**src/rtl/fifo_rt_pkg.sv**
```systemverilog
package fifo_rt_pkg;

  // Internal active-high flag bundle; the top inverts to active-low pins.
  typedef struct packed {
    logic empty;
    logic full;
    logic half;
  } fifo_flags_t;

  localparam fifo_flags_t FLAGS_AT_RESET = '{empty: 1'b1, full: 1'b0, half: 1'b0};

endpackage

```
**src/rtl/fifo_rt_edge.sv**
```systemverilog
// Samples a group of active-low strobes and reports their edges.
// While hold is high the edges are masked, but the samples keep tracking,
// so a strobe that went low during hold yields no edge afterwards.
module fifo_rt_edge #(
  parameter int N = 2
) (
  input  logic         clk,
  input  logic         rst_n,
  input  logic         hold,
  input  logic [N-1:0] strobe_n,
  output logic [N-1:0] fall,
  output logic [N-1:0] rise
);

  logic [N-1:0] prev_q;

  for (genvar i = 0; i < N; i++) begin : g_stb
    // Reset to "seen low" so a strobe held low across reset gives no fall.
    always_ff @(posedge clk or negedge rst_n) begin
      if (!rst_n) prev_q[i] <= 1'b0;
      else        prev_q[i] <= strobe_n[i];
    end

    assign fall[i] = !hold &&  prev_q[i] && !strobe_n[i];
    assign rise[i] = !hold && !prev_q[i] &&  strobe_n[i];
  end

endmodule

```
**src/rtl/fifo_rt_store.sv**
```systemverilog
// Storage array: one synchronous write port, one combinational read port.
module fifo_rt_store #(
  parameter int AW = 4,
  parameter int DW = 9
) (
  input  logic          clk,
  input  logic          we,
  input  logic [AW-1:0] waddr,
  input  logic [DW-1:0] wdata,
  input  logic [AW-1:0] raddr,
  output logic [DW-1:0] rdata
);

  localparam int DEPTH = 1 << AW;

  logic [DW-1:0] mem [DEPTH];

  always_ff @(posedge clk) begin
    if (we) mem[waddr] <= wdata;
  end

  assign rdata = mem[raddr];

endmodule

```
**src/rtl/fifo_rt_ctrl.sv**
```systemverilog
// Pointer, occupancy and flag control.
module fifo_rt_ctrl
  import fifo_rt_pkg::*;
#(
  parameter int AW = 4
) (
  input  logic          clk,
  input  logic          rst_n,
  input  logic          wr_fall,
  input  logic          rd_fall,
  input  logic          rd_rise,
  input  logic          rewind,
  output logic          wr_en,
  output logic          rd_en,
  output logic [AW-1:0] wr_ptr,
  output logic [AW-1:0] rd_ptr,
  output fifo_flags_t   flags
);

  localparam int            DEPTH  = 1 << AW;
  localparam int            CW     = AW + 1;
  localparam logic [CW-1:0] HALF_C = CW'(DEPTH / 2);
  localparam logic [CW-1:0] FULL_C = CW'(DEPTH);

  logic [CW-1:0] count_q;
  logic [CW-1:0] count_nx;
  logic [CW-1:0] wp_as_count;

  // Transfers are gated by the registered flags of this cycle.
  assign wr_en = wr_fall && !flags.full  && !rewind;
  assign rd_en = rd_fall && !flags.empty && !rewind;

  assign count_nx    = count_q + CW'(wr_en) - CW'(rd_en);
  assign wp_as_count = {1'b0, wr_ptr};

  always_ff @(posedge clk or negedge rst_n) begin
    if (!rst_n) begin
      wr_ptr  <= '0;
      rd_ptr  <= '0;
      count_q <= '0;
      flags   <= FLAGS_AT_RESET;
    end else if (rewind) begin
      rd_ptr      <= '0;
      count_q     <= wp_as_count;
      flags.empty <= (wp_as_count == '0);
      flags.full  <= 1'b0;
      flags.half  <= (wp_as_count > HALF_C);
    end else begin
      if (wr_en) wr_ptr <= wr_ptr + AW'(1);
      if (rd_en) rd_ptr <= rd_ptr + AW'(1);
      count_q     <= count_nx;
      flags.empty <= (count_nx == '0);
      flags.full  <= (count_nx == FULL_C);
      // Half-full sets on a write crossing the midpoint, clears on read release.
      if (wr_en && (count_nx > HALF_C))
        flags.half <= 1'b1;
      else if (rd_rise && (count_nx <= HALF_C))
        flags.half <= 1'b0;
    end
  end

endmodule

```
**src/rtl/fifo_rt.sv**
```systemverilog
// Strobe-driven FIFO with rewind and half-full flag (top).
module fifo_rt
  import fifo_rt_pkg::*;
#(
  parameter int ADDR_W = 4,
  parameter int DATA_W = 9
) (
  input  logic              clk,
  input  logic              rst_n,
  input  logic              wr_n,
  input  logic              rd_n,
  input  logic              rt_n,
  input  logic [DATA_W-1:0] din,
  output logic [DATA_W-1:0] dout,
  output logic              dout_oe,
  output logic              empty_n,
  output logic              full_n,
  output logic              half_n
);

  localparam int STB_WR = 0;
  localparam int STB_RD = 1;

  logic [1:0]        stb_fall;
  logic [1:0]        stb_rise;
  logic              rewind;
  logic              wr_en;
  logic              rd_en;
  logic [ADDR_W-1:0] wr_ptr;
  logic [ADDR_W-1:0] rd_ptr;
  logic [DATA_W-1:0] mem_rdata;
  logic [DATA_W-1:0] dout_q;
  logic              oe_q;
  fifo_flags_t       flags;

  assign rewind = !rt_n;

  fifo_rt_edge #(.N(2)) u_edge (
    .clk      (clk),
    .rst_n    (rst_n),
    .hold     (rewind),
    .strobe_n ({rd_n, wr_n}),
    .fall     (stb_fall),
    .rise     (stb_rise)
  );

  fifo_rt_ctrl #(.AW(ADDR_W)) u_ctrl (
    .clk     (clk),
    .rst_n   (rst_n),
    .wr_fall (stb_fall[STB_WR]),
    .rd_fall (stb_fall[STB_RD]),
    .rd_rise (stb_rise[STB_RD]),
    .rewind  (rewind),
    .wr_en   (wr_en),
    .rd_en   (rd_en),
    .wr_ptr  (wr_ptr),
    .rd_ptr  (rd_ptr),
    .flags   (flags)
  );

  fifo_rt_store #(.AW(ADDR_W), .DW(DATA_W)) u_store (
    .clk   (clk),
    .we    (wr_en),
    .waddr (wr_ptr),
    .wdata (din),
    .raddr (rd_ptr),
    .rdata (mem_rdata)
  );

  // Output stage: capture on a valid read, drop enable when the strobe is high.
  always_ff @(posedge clk or negedge rst_n) begin
    if (!rst_n) begin
      dout_q <= '0;
      oe_q   <= 1'b0;
    end else if (rd_en) begin
      dout_q <= mem_rdata;
      oe_q   <= 1'b1;
    end else if (rd_n || rewind) begin
      oe_q   <= 1'b0;
    end
  end

  assign dout    = oe_q ? dout_q : '0;
  assign dout_oe = oe_q;
  assign empty_n = !flags.empty;
  assign full_n  = !flags.full;
  assign half_n  = !flags.half;

endmodule

```
**config.mk**
```make
export PLATFORM = sky130hd
export DESIGN_NAME = fifo_rt
export DESIGN_NICKNAME = d
export VERILOG_FILES = /design/src/rtl/fifo_rt_pkg.sv /design/src/rtl/fifo_rt_edge.sv /design/src/rtl/fifo_rt_store.sv /design/src/rtl/fifo_rt_ctrl.sv /design/src/rtl/fifo_rt.sv
export SDC_FILE = /design/constraint.sdc
export NUM_CORES = 1
export LEC_CHECK = 0
export BUFFER_PORTS_ARGS = -buffer_cell sky130_fd_sc_hd__buf_2
export CAP_MARGIN = 20
export CELL_PAD_IN_SITES_DETAIL_PLACEMENT = 1
export CELL_PAD_IN_SITES_GLOBAL_PLACEMENT = 1
export CORE_UTILIZATION = 48
export CTS_CLUSTER_SIZE = 8
export DETAILED_ROUTE_END_ITERATION = 6
export PLACE_DENSITY = 0.82
export SYNTH_ARGS = -nofsm -noshare
export SYNTH_HDL_FRONTEND = slang
export SYNTH_SLANG_ARGS = --single-unit
```
**constraint.sdc**
```tcl
create_clock -name clk -period 2.5 [get_ports clk]
set_clock_uncertainty 0.05 [all_clocks]
set_input_delay 0.5 -clock clk [delete_from_list [all_inputs] [get_ports clk]]
set_output_delay 0.5 -clock clk [all_outputs]
set_load 0.05 [all_outputs]
```
==> results of run 1 <==
[stage by stage]
| step | hold WS (ns) | instances | TNS [ns] |
|---|---|---|---|
| after floorplan | 0.1544 | 384 | -1.115 |
| after global placement | 0.4403 | 605 | -0.9778 |
| after detailed placement | 0.4496 | 605 | -1.401 |
| after CTS | 0.07276 | 639 | -0.3143 |
| after global routing | 0.1014 | 640 | -0.9850 |
| final | 0.07016 | 640 | -0.5149 |
[registers in the layout (all words and copies together), names as in the netlist]
signal	flops
dout_oe	1
dout_q	9
u_ctrl.count_q	5
u_ctrl.flags	3
u_ctrl.rd_ptr	4
u_ctrl.wr_ptr	4
u_edge.prev_q	2
u_store.mem	144
[path summary, 6_finish.rpt]
path,end,from
hold reg to reg,dout_q[4],dout_q[4]
min in group clk,u_edge.prev_q[0],wr_n
setup / recovery,u_ctrl.flags[0],u_ctrl.flags[2]
hold / removal,u_ctrl.count_q[1],rst_n
max in group asynchronous,u_ctrl.rd_ptr[0],rst_n
setup reg to reg,u_ctrl.flags[0],u_ctrl.flags[2]
[cell families after synthesis]
| group | after synthesis |
|---|---|
| buffers and inverters | 31 |
| adders and majority gates | 11 |
| xor gates and xnor gates | 10 |
| muxes | 56 |
| and+or+nand+nor | 77 |
| DFF | 172 |
| AOI/OAI and AO/OA | 27 |
[area by class of cell]
cell class                 count  area (sq um)
clock inverter                14         167.7
multi-input combinational    181          1916
sequential                   172          5027
clock buffer                  17         425.4
inverter                      15         61.31
timing repair buffer          61         430.4
fill                        1246          5789
tap                          180         225.2
[per-layer routing]
metal / part of all wire, % / track usage [%] / wire, microns / vias to the layer above
met2: 52 / 39.01 / 8239 / 97
li1: - / - / - / 1632
met4: 1.8 / 8.689 / 282 / 2
met5: 0.082 / 0 / 13 / -
met3: 5.1 / 6.506 / 812 / 24
met1: 41 / 28.86 / 6442 / 1906
[timing repair]
item,in CTS,in global routing
pin swaps,4,6
endpoints found under the setup margin,4,4
gates cloned,0,0
gates resized for setup,2,5
setup buffers,3,1
[power groups by stage]
| stage | logic (mW) | clock network (mW) | registers, mW |
|---|---|---|---|
| 2_1_floorplan | 1.04 | 0 | 3.47 |
| 3_3_place_gp | 1.30 | 0 | 3.54 |
| 3_5_place_dp | 1.40 | 0 | 3.56 |
| 4_1_cts | 1.43 | 2.70 | 3.51 |
| 5_1_grt | 1.66 | 2.81 | 3.53 |
| 6_report | 1.53 | 2.67 | 3.51 |
[synthesized netlist by cell type, types with 2 or more instances]
master | instances | area, sq um
sky130_fd_sc_hd__nand4_1 | 2 | 12.51
sky130_fd_sc_hd__buf_2 | 6 | 30.03
sky130_fd_sc_hd__nand2b_1 | 3 | 18.77
sky130_fd_sc_hd__ha_1 | 10 | 125.1
sky130_fd_sc_hd__mux2_2 | 9 | 101.4
sky130_fd_sc_hd__buf_1 | 2 | 7.510
sky130_fd_sc_hd__or4_1 | 2 | 15.01
sky130_fd_sc_hd__a221o_1 | 8 | 80.08
sky130_fd_sc_hd__a21oi_1 | 6 | 30.03
sky130_fd_sc_hd__nand3_1 | 2 | 10.01
sky130_fd_sc_hd__o31ai_1 | 2 | 15.01
sky130_fd_sc_hd__nor2b_1 | 6 | 37.54
sky130_fd_sc_hd__mux2i_1 | 15 | 150.1
sky130_fd_sc_hd__xnor2_1 | 6 | 52.55
sky130_fd_sc_hd__dfrtp_1 | 27 | 675.7
sky130_fd_sc_hd__clkbuf_1 | 5 | 18.77
sky130_fd_sc_hd__nor3_1 | 7 | 35.03
sky130_fd_sc_hd__nor2_1 | 28 | 105.1
sky130_fd_sc_hd__and2_1 | 9 | 56.30
sky130_fd_sc_hd__nand2_1 | 13 | 48.80
sky130_fd_sc_hd__mux4_2 | 26 | 585.6
sky130_fd_sc_hd__inv_1 | 14 | 52.55
sky130_fd_sc_hd__edfxtp_1 | 144 | 4324
sky130_fd_sc_hd__a2111oi_0 | 2 | 17.52
sky130_fd_sc_hd__mux4_1 | 6 | 157.7
sky130_fd_sc_hd__and3_1 | 2 | 12.51
sky130_fd_sc_hd__buf_6 | 2 | 22.52
sky130_fd_sc_hd__xor2_1 | 4 | 35.03
sky130_fd_sc_hd__o21ai_0 | 3 | 15.01
==> flow_summary_export.csv, run 1 <==
group,metric,value,unit
routing,drtIter0Drc,272,
clocking,tritoncts_num_sinks,172,
synth,postSynthAreaPerCell,18.21,sq um
pwr,p_leak,2.863,nW
setup_path,path_buf_inv,4,
run_status,violated_checks,"negative setup slack",
global_route,grt_start_max_net_pins,42,
sta,timing_max_transition_violations_final,0,
die,standard_cell_rows,43,
sta,worst_pin_slew,0.7140,ns
synth,ys_seq_area_share,71.87,%
place,dp.final_hpwl,10.01,mm
setup_path,critical_path_class,"flip-flop to flip-flop",
place,place_ws,-0.4857,ns
synth,netlist_area,6993,sq um
setup_path,timing.critical_path.cells,"clkinvlp_4 > nand4b_1 > clkinv_2 > ha_4 > inv_2 > ha_4 > inv_2 > fa_2 > nor3b_4 > or4_1 > o211ai_1",
die,boundaryPins,27,
setup_path,worstSetupPathDepth,11,
setup_path,critPathArrivalTime,3.05,ns
pwr,clock_power_share,34.6,%
clocking,cts_made_buffers,17,
setup_path,worstSetupStartpointType,"flip-flop",
setup_path,ff2ff_path_depth,11,
synth,synth_async_sr_flop_share,16.28,%
place,io_buffer_count,26,
global_route,grt_pass1_wl,24.07,mm
global_route,gr-usage-all-layers,23.30,%
final_layout,post_route_cells_drive_above_1_share,30.87,%
final_layout,n_antenna_cell,0,
routing,drt-wirelength-per-cell,24.67,microns
pwr,p_per_area,934.2,nW/um^2
place,dpl_cell_area,7592,sq um
pwr,internal_power,5.555,mW
synth,synth_cell_type_count,42,
run_status,status,"finished, violations left",
clocking,cts_hold_repair.buffers,0,
die,fp.dieArea,15060,sq um
synth,ys_warn_count,0,
pwr,total_power_consumption,7.710,mW
final_layout,layout_commonest_cell,"sky130_fd_sc_hd__edfxtp_1",
sta,rsz_0062_raised_after_global_routing,"true",
synth,synth_top_family_by_area,"multiplexers",
sta,setup-violations-final,3,
final_layout,postLayoutCellArea,8253,sq um
global_route,total_overflow_reported_by_the_global_router,0,
clocking,clk_pin_slew,0.06,ns
clocking,cts_buffer_depth,2,
sta,hold_viol_final,0,
die,vertical_extent_of_the_die,122.7,microns
min_path,min_path_type,"input pin to async pin",
setup_path,path_max_fanout,2,
routing,route.antenna.remaining_nets,0,
clocking,cts_max_level,4,
die,fp.dieW,122.7,microns
job,number_of_maximum_capacitance_violations,0,
setup_path,worstSetupEndpointType,"flip-flop",
synth,synth_fa_ha_area_share,2.076,%
synth,area_fraction_in_and_or_nand_and_nor_cells_after_synthesis,5.403,%
sta,finalWorstSetupSlack,-0.2794,ns
synth,synth_compound_gate_area_share,2.952,%
synth,synth_seq_cells,172,
synth,cells_after_synthesis,384,
place,place_congestion,0.7979,
routing,via_count,3661,
setup_path,largest_stage_delay_on_the_critical_path,0.54,ns
synth,synth.mux.area_fraction,14.22,%
routing,drt-total-wl,15.79,mm
sta,finalCritPeriodShare,111.2,%
final_layout,final_core_util,58.77,%
synth,yosys.area_share.xor_xnor,1.252,%
sta,fmax,359.8,MHz
setup_path,critPathSlowestCell,"sky130_fd_sc_hd__dfstp_2",
setup_path,required_time_of_the_worst_setup_path,2.78,ns
pwr,power.switching_fraction,27.95,%
sta,final.min_clock_period,2.779,ns
die,placeableCoreArea,14040,sq um
routing,drt_first_pass_iters,4,
pwr,seq_power_share,45.5,%
routing,via_per_inst,5.720,
clocking,worst_skew_pair.late_latency,0.43,ns
pwr,ir_drop,0.5607,mV
synth,synthesis.nets,409,
synth,synth-edff-count,144,
setup_path,critical_path.top_delay_family,"adder cells",
die,starting_density_of_the_core,49.80,%
setup_path,worst-r2r-setup-slack,-0.28,ns
final_layout,most-common-layout-cells,"144 x sky130_fd_sc_hd__edfxtp_1, 32 x sky130_fd_sc_hd__buf_4, 28 x sky130_fd_sc_hd__nor2_1",
global_route,initial_antenna_violation_count,1,
final_layout,final_nets,473,
pwr,comb_pwr_share,19.9,%
synth,synthFlopType,"sky130_fd_sc_hd__edfxtp_1",
pwr,power.net_switching,2.155,mW
routing,post-route-drc-count,0,
clocking,clk_root_buffer_cell,"sky130_fd_sc_hd__clkbuf_16",
final_layout,layout-area-overhead-vs-synth,18.02,%
global_route,first_global_vias,4086,
sta,max_slew_margin,52.40,%
clocking,tritoncts,"built",
Note: power is estimated with default switching activity, not from simulation.
==> run 2, diff against run 1 <==
- CTS_CLUSTER_DIAMETER: default -> 80
- PLACE_DENSITY: 0.82 -> default
- PLACE_DENSITY_LB_ADDON: default -> 0.08
==> run 2 against run 1 <==
Wire length shrank 4.7%. Sequential share of layout area shrank 0.14 points. Hold slack lost 0.0012 ns. Largest power group unchanged. The run still ends with negative setup slack left. Clock power grew 3%. Global-route usage shrank 1.1 points. Cell count grew 0.31%.
==> flow_summary_export.csv, run 2 (same netlist as run 1, synthesis figures left out) <==
group,metric,value,unit
run_status,status,"finished, violations left",
run_status,violated_checks,"negative setup slack",
die,starting_density_of_the_core,49.80,%
clocking,worst_skew_pair.late_latency,0.42,ns
sta,finalWorstSetupSlack,-0.1936,ns
sta,final.min_clock_period,2.694,ns
sta,worst_pin_slew,0.6850,ns
routing,drt-total-wl,15.05,mm
pwr,total_power_consumption,7.667,mW
clocking,tritoncts_num_sinks,172,
global_route,grtUsageMet2,37.25,%
final_layout,post_route_cells_drive_above_1_share,30.95,%
clocking,cts_buffer_depth,2,
job,number_of_maximum_capacitance_violations,0,
final_layout,most-common-layout-cells,"144 x sky130_fd_sc_hd__edfxtp_1, 33 x sky130_fd_sc_hd__buf_4, 28 x sky130_fd_sc_hd__nor2_1",
clocking,tritoncts,"built",
final_layout,final_nets,474,
setup_path,largest_stage_delay_on_the_critical_path,0.54,ns
routing,via_per_inst,5.662,
clocking,clk_pin_slew,0.06,ns
final_layout,instances_no_fill,642,
sta,fmax,371.3,MHz
sta,timing_max_transition_violations_final,0,
sta,finalCritPeriodShare,107.7,%
clocking,cts_max_level,4,
final_layout,layout_commonest_cell,"sky130_fd_sc_hd__edfxtp_1",
final_layout,n_antenna_cell,0,
routing,via_count,3635,
sta,rsz_0062_raised_after_global_routing,"true",
min_path,min_path_type,"input pin to async pin",
final_layout,largest_register_ff_count,144,
place,placed_cells,606,
routing,post-route-drc-count,0,
place,place_congestion,0.7499,
setup_path,timing.critical_path.cells,"clkinvlp_4 > nand4b_1 > clkinv_2 > ha_4 > inv_2 > ha_4 > inv_2 > fa_2 > nor3b_2 > or4_1 > o211ai_1",
global_route,grt_busiest_layer,"met2",
routing,drt-wirelength-per-cell,23.44,microns
pwr,p_leak,2.880,nW
sta,tns,-0.2373,ns
global_route,first_global_vias,3897,
die,vertical_extent_of_the_die,122.7,microns
final_layout,largest-register,"u_store.mem",
routing,route.antenna.remaining_nets,0,
setup_path,critical_path.top_delay_family,"adder cells",
clocking,cts_made_buffers,17,
sta,setup-violations-final,4,
setup_path,path_max_fanout,2,
place,dp.final_hpwl,9.623,mm
routing,drt_first_pass_iters,4,
setup_path,worst-r2r-setup-slack,-0.19,ns
die,standard_cell_rows,43,
global_route,grt_pass1_wl,22.98,mm
setup_path,critical_path_class,"flip-flop to flip-flop",
setup_path,worstSetupPathDepth,11,
die,placeableCoreArea,14040,sq um
setup_path,worstSetupEndpointType,"flip-flop",
setup_path,cp-endpoint,"u_ctrl.flags[0]",
setup_path,worstSetupStartpointType,"flip-flop",
setup_path,rr_startpoint,"u_ctrl.flags[2]",
routing,drtIter0Drc,181,
setup_path,critPathArrivalTime,2.98,ns
setup_path,critPathSlowestCell,"sky130_fd_sc_hd__dfstp_2",
clocking,clk_root_buffer_cell,"sky130_fd_sc_hd__clkbuf_16",
place,io_buffer_count,26,
die,boundaryPins,27,
die,fp.dieW,122.7,microns
sta,hold_viol_final,0,
setup_path,required_time_of_the_worst_setup_path,2.79,ns
global_route,gr-usage-all-layers,22.17,%
setup_path,cp-startpoint,"u_ctrl.flags[2]",
pwr,p_per_area,926.9,nW/um^2
global_route,initial_antenna_violation_count,0,
global_route,total_overflow_reported_by_the_global_router,0,
setup_path,ff2ff_path_depth,11,
die,fp.dieArea,15060,sq um
sta,max_slew_margin,54.34,%
final_layout,top_regs,"u_store.mem x144, dout_q x9, u_ctrl.count_q x5",
global_route,globalRouteMet1Util,29.04,%
pwr,ir_drop,0.5082,mV
clocking,cts_hold_repair.buffers,0,
setup_path,timing.rr.end,"u_ctrl.flags[0]",
global_route,grt_start_max_net_pins,42,
global_route,grt.met3_usage,4.136,%
setup_path,path_buf_inv,4,
final_layout,layout-area-overhead-vs-synth,18.29,%
[run 2: stage by stage]
stage / hold WS, ns / util, % / instance area, sq um / setup slack [ns]
finish: 0.06899 / 58.91 / 8272 / -0.1936
global route: 0.1150 / 58.91 / 8272 / -0.3083
CTS: 0.07899 / 58.74 / 8248 / -0.1905
detailed placement: 0.4552 / 54.12 / 7600 / -0.5062
global placement: 0.4405 / 54.12 / 7600 / -0.4016
floorplan: 0.1544 / - / 7064 / -0.4245
[run 2: power breakdown]
group          internal (mW)  total (mW)  switching (mW)
logic                  0.615        1.40           0.786
registers               3.33        3.50           0.177
clock network           1.67        2.76            1.09
total                   5.61        7.67            2.05
[run 2: layout make-up]
class	instances	area (sq um)
fillers	1263	5771
repair buffers	62	437.9
clock inverters	15	196.4
flip-flops and latches	172	5027
clock buffers	17	425.4
multi-input cells	181	1898
inverters	15	61.31
well taps	180	225.2
[run 2: how the worst min path moves through the flow]
| stage | from | end | slack, ns | cells after the start |
|---|---|---|---|---|
| floorplan | rst_n | dout_oe | 0.15 | 0 |
| global route | rst_n | u_ctrl.rd_ptr[1] | 0.12 | 1 |
| detailed placement | dout_q[0] | dout_q[0] | 0.46 | 1 |
| CTS | rst_n | u_ctrl.rd_ptr[3] | 0.08 | 1 |
| global placement | dout_q[0] | dout_q[0] | 0.44 | 1 |
| finish | rst_n | u_ctrl.rd_ptr[1] | 0.07 | 1 |
[run 2: layer usage]
layer / vias up / share of wire, %
met4: 0 / 1.5
met3: 19 / 3.4
met1: 1917 / 44
met2: 67 / 51
met5: - / 0
li1: 1632 / -
[run 2: worst reg2reg max path: stages, from the launching register on]
cell and delay, ns:
sky130_fd_sc_hd__dfstp_2 0.54, sky130_fd_sc_hd__clkinvlp_4 0.08, sky130_fd_sc_hd__nand4b_1 0.14, sky130_fd_sc_hd__clkinv_2 0.11, sky130_fd_sc_hd__ha_4 0.27, sky130_fd_sc_hd__inv_2 0.04, sky130_fd_sc_hd__ha_4 0.15, sky130_fd_sc_hd__inv_2 0.05
sky130_fd_sc_hd__fa_2 0.43, sky130_fd_sc_hd__nor3b_2 0.17, sky130_fd_sc_hd__or4_1 0.48, sky130_fd_sc_hd__o211ai_1 0.10
[run 2: what timing repair did]
action / in CTS / in global routing
setup buffers: 2 / 2
endpoints found under the setup margin: 4 / 4
pin swaps: 3 / 5
resized for setup: 3 / 1
cloned: 0 / 0
